==> src/rtl/seclock_pkg.sv <==
package seclock_pkg;

  typedef enum logic [1:0] {
    SRC_SECURE = 2'd0,
    SRC_EXTERN = 2'd1,
    SRC_DEBUG  = 2'd2,
    SRC_OTHER  = 2'd3
  } src_e;

  localparam logic [7:0] RELOCK_TAG = 8'hA5;

endpackage

==> src/rtl/seclock_regs.sv <==
module seclock_regs #(
  parameter int WW = 16,
  parameter int NW = 8,
  parameter int AW = 4
) (
  input  logic             clk,
  input  logic             rst,
  input  logic             wr,
  input  logic [AW-1:0]    addr,
  input  logic [WW-1:0]    wdata,
  input  logic             clr,
  output logic [NW*WW-1:0] key_flat,
  output logic             cmp_go,
  output logic             relock_go
);
  import seclock_pkg::*;

  localparam logic [AW-1:0] CMP_ADDR = AW'(NW);
  localparam logic [AW-1:0] RLK_ADDR = AW'(NW + 1);

  logic [WW-1:0] key_q [NW];

  for (genvar i = 0; i < NW; i++) begin : g_key
    localparam logic [AW-1:0] MY_ADDR = AW'(i);
    always_ff @(posedge clk) begin
      if (rst || clr) key_q[i] <= '1;
      else if (wr && addr == MY_ADDR) key_q[i] <= wdata;
    end
    assign key_flat[i*WW +: WW] = key_q[i];
  end

  logic relock_hit;
  assign relock_hit = wr && (addr == RLK_ADDR) &&
                      (wdata[WW-1 -: 8] == RELOCK_TAG) && wdata[0];

  always_ff @(posedge clk) begin
    if (rst) begin
      cmp_go    <= 1'b0;
      relock_go <= 1'b0;
    end else begin
      cmp_go    <= wr && (addr == CMP_ADDR);
      relock_go <= relock_hit;
    end
  end

  // a clear request wipes every key word on the next edge
  p_keys_cleared_r4: assert property (@(posedge clk) disable iff (rst)
    clr |=> (key_flat == '1));

endmodule

==> src/rtl/seclock_compare.sv <==
module seclock_compare #(
  parameter int WW = 16,
  parameter int NW = 8
) (
  input  logic [NW*WW-1:0] key_flat,
  input  logic [NW*WW-1:0] pwd_flat,
  output logic             match,
  output logic             pwd_zero,
  output logic             pwd_erased
);
  logic [NW-1:0] eq;
  logic [NW-1:0] wz;
  logic [NW-1:0] wo;

  for (genvar i = 0; i < NW; i++) begin : g_word
    assign eq[i] = key_flat[i*WW +: WW] == pwd_flat[i*WW +: WW];
    assign wz[i] = pwd_flat[i*WW +: WW] == '0;
    assign wo[i] = &pwd_flat[i*WW +: WW];
  end

  assign match      = &eq;
  assign pwd_zero   = &wz;
  assign pwd_erased = &wo;

endmodule

==> src/rtl/seclock_state.sv <==
module seclock_state (
  input  logic clk,
  input  logic rst,
  input  logic cmp_go,
  input  logic relock_go,
  input  logic match,
  input  logic pwd_zero,
  input  logic pwd_erased,
  output logic unlocked_q,
  output logic key_clr
);
  logic pass;
  assign pass    = match && !pwd_zero;
  assign key_clr = (cmp_go && !pass) || relock_go;

  always_ff @(posedge clk) begin
    if (rst)             unlocked_q <= 1'b0;
    else if (pwd_erased) unlocked_q <= 1'b1;
    else if (pwd_zero)   unlocked_q <= 1'b0;
    else if (relock_go)  unlocked_q <= 1'b0;
    else if (cmp_go)     unlocked_q <= pass;
  end

  // an all-zero password keeps the lock shut
  p_zero_shut_r5: assert property (@(posedge clk) disable iff (rst)
    pwd_zero |=> !unlocked_q);

  // erased storage opens the block
  p_erased_open_r6: assert property (@(posedge clk) disable iff (rst)
    pwd_erased |=> unlocked_q);

  // relock closes a secured device
  p_relock_r7: assert property (@(posedge clk) disable iff (rst)
    (relock_go && !pwd_erased) |=> !unlocked_q);

  // opening needs a matching compare or erased storage
  p_open_cause_r3: assert property (@(posedge clk) disable iff (rst)
    $rose(unlocked_q) |-> ($past(cmp_go && match) || $past(pwd_erased)));

endmodule

==> src/rtl/seclock_gate.sv <==
module seclock_gate #(
  parameter int              WW      = 16,
  parameter int              MAW     = 16,
  parameter logic [MAW-1:0]  PROT_LO = 16'h8000,
  parameter logic [MAW-1:0]  PROT_HI = 16'hFFFF,
  parameter logic [MAW-1:0]  RSV_LO  = 16'hFF80,
  parameter logic [MAW-1:0]  RSV_HI  = 16'hFFF5
) (
  input  logic           clk,
  input  logic           rst,
  input  logic           req,
  input  logic [MAW-1:0] addr,
  input  logic [1:0]     src,
  input  logic [WW-1:0]  mdata,
  input  logic           unlocked,
  input  logic           secured,
  output logic           rd_valid,
  output logic           rd_ok,
  output logic [WW-1:0]  rd_data
);
  import seclock_pkg::*;

  localparam logic [MAW-1:0] PROT_SPAN = PROT_HI - PROT_LO;
  localparam logic [MAW-1:0] RSV_SPAN  = RSV_HI - RSV_LO;

  logic in_prot, in_rsv, deny;
  logic [MAW-1:0] prot_off, rsv_off;

  assign prot_off = addr - PROT_LO;
  assign rsv_off  = addr - RSV_LO;
  assign in_prot  = prot_off <= PROT_SPAN;
  assign in_rsv   = rsv_off <= RSV_SPAN;
  assign deny     = in_prot && !unlocked && (src != SRC_SECURE);

  always_ff @(posedge clk) begin
    if (rst) begin
      rd_valid <= 1'b0;
      rd_ok    <= 1'b0;
      rd_data  <= '0;
    end else begin
      rd_valid <= req;
      if (!req || deny) begin
        rd_ok   <= 1'b0;
        rd_data <= '0;
      end else if (in_rsv && secured) begin
        rd_ok   <= 1'b1;
        rd_data <= '0;
      end else begin
        rd_ok   <= 1'b1;
        rd_data <= mdata;
      end
    end
  end

  // one verdict per request, one clock later
  p_valid_follow_r8: assert property (@(posedge clk) disable iff (rst)
    req |=> rd_valid);
  p_idle_quiet_r8: assert property (@(posedge clk) disable iff (rst)
    !req |=> !rd_valid);

  // refused reads carry no data
  p_refuse_blank_r9: assert property (@(posedge clk) disable iff (rst)
    (rd_valid && !rd_ok) |-> (rd_data == '0));

  // locked foreign access to protected range is refused
  p_foreign_denied_r9: assert property (@(posedge clk) disable iff (rst)
    (req && in_prot && !unlocked && src == SRC_DEBUG) |=> (rd_valid && !rd_ok));

  // unprotected addresses always pass
  p_open_area_r12: assert property (@(posedge clk) disable iff (rst)
    (req && !in_prot) |=> (rd_ok && rd_data == $past(mdata)));

endmodule

==> src/rtl/seclock_unit.sv <==
module seclock_unit #(
  parameter int             WW      = 16,
  parameter int             NW      = 8,
  parameter int             AW      = 4,
  parameter int             MAW     = 16,
  parameter logic [MAW-1:0] PROT_LO = 16'h8000,
  parameter logic [MAW-1:0] PROT_HI = 16'hFFFF,
  parameter logic [MAW-1:0] RSV_LO  = 16'hFF80,
  parameter logic [MAW-1:0] RSV_HI  = 16'hFFF5
) (
  input  logic             clk,
  input  logic             rst,
  input  logic [NW*WW-1:0] pwd_i,
  input  logic             cfg_wr_i,
  input  logic [AW-1:0]    cfg_addr_i,
  input  logic [WW-1:0]    cfg_wdata_i,
  input  logic             mem_req_i,
  input  logic [MAW-1:0]   mem_addr_i,
  input  logic [1:0]       mem_src_i,
  input  logic [WW-1:0]    mem_rdata_i,
  output logic             unlocked_o,
  output logic             rd_valid_o,
  output logic             rd_ok_o,
  output logic [WW-1:0]    rd_data_o
);
  logic [NW*WW-1:0] key_flat;
  logic cmp_go, relock_go, key_clr;
  logic match, pwd_zero, pwd_erased;

  seclock_regs #(.WW(WW), .NW(NW), .AW(AW)) u_regs (
    .clk(clk), .rst(rst), .wr(cfg_wr_i), .addr(cfg_addr_i),
    .wdata(cfg_wdata_i), .clr(key_clr), .key_flat(key_flat),
    .cmp_go(cmp_go), .relock_go(relock_go)
  );

  seclock_compare #(.WW(WW), .NW(NW)) u_cmp (
    .key_flat(key_flat), .pwd_flat(pwd_i), .match(match),
    .pwd_zero(pwd_zero), .pwd_erased(pwd_erased)
  );

  seclock_state u_state (
    .clk(clk), .rst(rst), .cmp_go(cmp_go), .relock_go(relock_go),
    .match(match), .pwd_zero(pwd_zero), .pwd_erased(pwd_erased),
    .unlocked_q(unlocked_o), .key_clr(key_clr)
  );

  seclock_gate #(.WW(WW), .MAW(MAW), .PROT_LO(PROT_LO), .PROT_HI(PROT_HI),
                 .RSV_LO(RSV_LO), .RSV_HI(RSV_HI)) u_gate (
    .clk(clk), .rst(rst), .req(mem_req_i), .addr(mem_addr_i),
    .src(mem_src_i), .mdata(mem_rdata_i), .unlocked(unlocked_o),
    .secured(!pwd_erased), .rd_valid(rd_valid_o), .rd_ok(rd_ok_o),
    .rd_data(rd_data_o)
  );

endmodule

==> config.mk <==
export PLATFORM = sky130hd
export DESIGN_NAME = seclock_unit
export DESIGN_NICKNAME = d
export VERILOG_FILES = /design/src/rtl/seclock_pkg.sv /design/src/rtl/seclock_regs.sv /design/src/rtl/seclock_compare.sv /design/src/rtl/seclock_state.sv /design/src/rtl/seclock_gate.sv /design/src/rtl/seclock_unit.sv
export SDC_FILE = /design/constraint.sdc
export NUM_CORES = 1
export LEC_CHECK = 0
export ABC_AREA = 0
export BUFFER_PORTS_ARGS = -buffer_cell sky130_fd_sc_hd__buf_2
export CAP_MARGIN = 20
export CORE_UTILIZATION = 55
export CTS_CLUSTER_SIZE = 24
export DETAILED_ROUTE_END_ITERATION = 12
export HOLD_SLACK_MARGIN = 0.05
export PLACE_DENSITY = 0.83
export SLEW_MARGIN = 20
export SYNTH_ARGS = -nofsm -noshare
export SYNTH_HDL_FRONTEND = slang
export SYNTH_HIERARCHICAL = 1
export SYNTH_SLANG_ARGS = --single-unit
==> constraint.sdc <==
create_clock -name clk -period 7.8 [get_ports clk]
set_input_delay 1.17 -clock clk [delete_from_list [all_inputs] [get_ports clk]]
set_output_delay 1.17 -clock clk [all_outputs]
set_load 0.02 [all_outputs]
==> results.toml <==
[sta]
timing.setup.tns_ps = 0
timing_hold_violations_final = 0
finClkSkew_ps = 11.2
timing.final.crit_share_pct = 60.6
timing.final.max_slew_violations = 0
post_route_hold_slack_ps = 465
max_freq_ghz = 0.212
timing.final.crit_period_ps = 4730
setup_repair_after_global_routing_missed_its_margin = "no"
worst_slew_pin_slew_ps = 1030
setup_viol = 0
relSlewSlack_pct = 31.1

[worst_setup_path]
endpoint = "u_regs/key_q[0][2]"
reg2reg_from = "u_regs/key_q[1][48]"
r2r-end = "u_regs/key_q[0][2]"
cp_num_buf_inv = 3
criticalPathCategory = "input port to register"
startpoint = "pwd_i[112]"
regToRegSetupSlack_ps = 3560
critical_path.cell_chain = "buf_2, xnor2_1, nand4_1, nor4_1, nand4_1, nor2_1, nand2b_1, a21o_2, nor4b_4, buf_4, buf_4, nand3_1"
crit_family = "simple AND/OR/NAND/NOR gates"
delay_of_the_slowest_cell_on_the_worst_path_ps = 740
timing.critical_path.arrival_ps = 4830
setup.worst_path.end_class = "register"
crit_required_ps = 7900
crit_path_slowest_cell = "sky130_fd_sc_hd__buf_4"
worst_r2r_path_depth = 11
critical_path_peak_fanout = 83
cp_num_cells = 12
timing.critical_path.from_type = "input port"

[route]
first_pass_iters = 6
drt_drc_violations_left = 0
routed_wl_mm = 25.3
post_drt_via_cell_ratio = 6.40
num_vias = 6937
routedWlPerCell_um = 23.4
postRouteAntennaNets = 0
drt-initial-drc-count = 1173

[finish]
syn2layout_area_growth_pct = 21.5
fill_cells = 1023
postLayoutCoreUtil_pct = 68.8
drive_above_1_share_pct = 29.5
nets = 1077
stdcell_area_um2 = 9590

[placement]
detailed_place.area_um2 = 8980
final_weighted_congestion_in_routability_driven_placement = 0.990
io_buffer_count = 203
place.detailed.hpwl_mm = 18.9

[run_status]
run_status = "complete, no violations"

[logic_synthesis]
nets_in_the_synthesized_netlist = 878
synth_area_leaders = "sky130_fd_sc_hd__edfxtp_1, sky130_fd_sc_hd__xnor2_1, sky130_fd_sc_hd__nand3_1, sky130_fd_sc_hd__nand4_1, sky130_fd_sc_hd__dfxtp_1"
ys_warn_count = 6
distinct_cell_type_count_after_synthesis = 43
sequential_area_share_after_synthesis_pct = 54.0
yosys_most_used_dff = "sky130_fd_sc_hd__edfxtp_1"
synth-edff-count = 128
postSynthCellCount = 691
netlist.area_leader.share_pct = 48.7
yosys.area.top_type = "sky130_fd_sc_hd__edfxtp_1"
fraction_of_registers_with_async_set_reset_pct = 0
ys_seq_elements = 149
synth.cell_area_um2 = 7890
synthesis.area_per_instance_um2 = 11.4

[clock_tree]
clock_sinks = 149
clkTransAtPathRegs_ps = 60
clock_insertion_delay_worst_skew_ps = 420
cts_tree = "yes"
cts_hold_buffers = 0
cts_inserted_buffers = 17
cts_root_buf = "sky130_fd_sc_hd__clkbuf_16"
cts_max_level = 4
clockBufferDepth = 2
cts.repair_timing.setup_buffer_count = 0
postCtsResizedCells = 0

[power_and_ir_drop]
ir_drop_uv = 170
total_power_uw = 2000
p_leak_uw = 0.00312
power_per_cell_area_nw_per_um2 = 208

[die]
placement_rows = 43
die_x_um = 122
die_area_um2 = 14800
top_level_ports = 205
start_util_pct = 56.6
die_y_um = 122
fp.coreArea_um2 = 13900

[grt]
track_usage_pct = 34.6
pin_count_of_the_biggest_net_entering_global_routing = 84
global_route.overflow_total = 0
antenna_found_initial = 0
first_global_vias = 6369
grt_first_pass_wirelength_mm = 36.2

[worst_hold_path]
hold_path_class = "register to register"

[run]
max-cap-violations = 0
==> how the worst min path moves through the flow <==
stage | startpoint | end | slack [ps] | cells past startpoint
final | u_regs/relock_go | u_state/unlocked_q | 470 | 1
after global routing | u_regs/relock_go | u_state/unlocked_q | 480 | 1
after CTS | u_regs/relock_go | u_state/unlocked_q | 470 | 1
after detailed placement | u_regs/relock_go | u_state/unlocked_q | 460 | 1
after global placement | u_regs/relock_go | u_state/unlocked_q | 450 | 1
after floorplan | u_regs/relock_go | u_state/unlocked_q | 440 | 1
==> cells by family after synthesis <==
kind of cell / Yosys count / synth area share, %
AO/OA/AOI/OAI: 33 / 3.23
XOR/XNOR: 130 / 14.4
adder cells (fa/ha/maj): 1 / 0.159
buffers and inverters: 54 / 4.33
flip-flops: 149 / 54.0
multiplexers: 1 / 0.127
AND/OR/NAND/NOR: 323 / 23.7
==> power by group <==
part	switching (uW)	internal [uW]	total, uW
Sequential	12.8	894	907
Combinational	172	99.3	272
Clock	316	501	817
==> through the flow <==
step	setup slack (ps)	cells
finish	3070	1084
floorplan	4280	691
global placement	2850	1051
detailed placement	2850	1051
global route	2960	1083
CTS	3260	1083
==> cell usage in the layout (no fill, tap or decap), types with 2 or more instances in the layout <==
cell type,n
sky130_fd_sc_hd__nand3_1,129
sky130_fd_sc_hd__nor4_2,2
sky130_fd_sc_hd__inv_1,18
sky130_fd_sc_hd__clkbuf_8,2
sky130_fd_sc_hd__nor4_1,47
sky130_fd_sc_hd__xnor2_1,130
sky130_fd_sc_hd__nand4_1,79
sky130_fd_sc_hd__o31ai_2,2
sky130_fd_sc_hd__clkinv_2,3
sky130_fd_sc_hd__nor2b_2,2
sky130_fd_sc_hd__nand4bb_1,2
sky130_fd_sc_hd__clkbuf_16,21
sky130_fd_sc_hd__and2_1,2
sky130_fd_sc_hd__nand4b_1,2
sky130_fd_sc_hd__or4_1,2
sky130_fd_sc_hd__a31oi_1,16
sky130_fd_sc_hd__buf_4,13
sky130_fd_sc_hd__o21ai_1,6
sky130_fd_sc_hd__edfxtp_1,128
sky130_fd_sc_hd__buf_2,203
sky130_fd_sc_hd__nand4_2,2
sky130_fd_sc_hd__inv_4,3
sky130_fd_sc_hd__nor2_1,22
sky130_fd_sc_hd__nand2b_1,4
sky130_fd_sc_hd__nor2b_1,18
sky130_fd_sc_hd__dfxtp_1,21
==> synth_stat cells, types with 2 or more instances <==
cell	count
sky130_fd_sc_hd__nand4bb_1	2
sky130_fd_sc_hd__nand3_1	129
sky130_fd_sc_hd__nand2b_1	4
sky130_fd_sc_hd__buf_4	3
sky130_fd_sc_hd__nor2_1	23
sky130_fd_sc_hd__edfxtp_1	128
sky130_fd_sc_hd__nand4_1	79
sky130_fd_sc_hd__nor2b_1	20
sky130_fd_sc_hd__clkbuf_1	6
sky130_fd_sc_hd__and2_1	2
sky130_fd_sc_hd__o31ai_1	2
sky130_fd_sc_hd__nand4_2	2
sky130_fd_sc_hd__dfxtp_1	21
sky130_fd_sc_hd__xnor2_1	130
sky130_fd_sc_hd__nor4_1	47
sky130_fd_sc_hd__nor4_2	2
sky130_fd_sc_hd__a31oi_1	16
sky130_fd_sc_hd__or4_1	2
sky130_fd_sc_hd__o21ai_0	6
sky130_fd_sc_hd__buf_6	15
sky130_fd_sc_hd__nand4b_1	2
sky130_fd_sc_hd__inv_1	18
sky130_fd_sc_hd__buf_2	12
==> layout make-up <==
type	instances	area, um^2	area share [%]
sequential	149	4260	44.5
multi-input combinational	488	3310	34.5
timing repair buffer	216	1110	11.6
clock buffer	24	557	5.81
tap	180	225	2.35
inverter	18	67.6	0.705
clock inverter	8	51.3	0.535
antenna	1	2.50	0.0261
==> flip-flops by register name, indices dropped and copies added (netlist names) <==
name and flops:
u_gate/rd_data 16, u_gate/rd_ok 1, u_gate/rd_valid 1, u_regs/cmp_go 1
u_regs/key_q 128, u_regs/relock_go 1, u_state/unlocked_q 1
==> per-layer routing <==
metal | track usage [%] | share of wire (%) | wire length [um]
met2 | 54.9 | 47 | 11800
met5 | 0 | 0 | 0
met1 | 44.9 | 35 | 8760
met3 | 7.40 | 14 | 3630
met4 | 17.5 | 4.5 | 1130
Note: power is estimated with default switching activity, not from simulation.
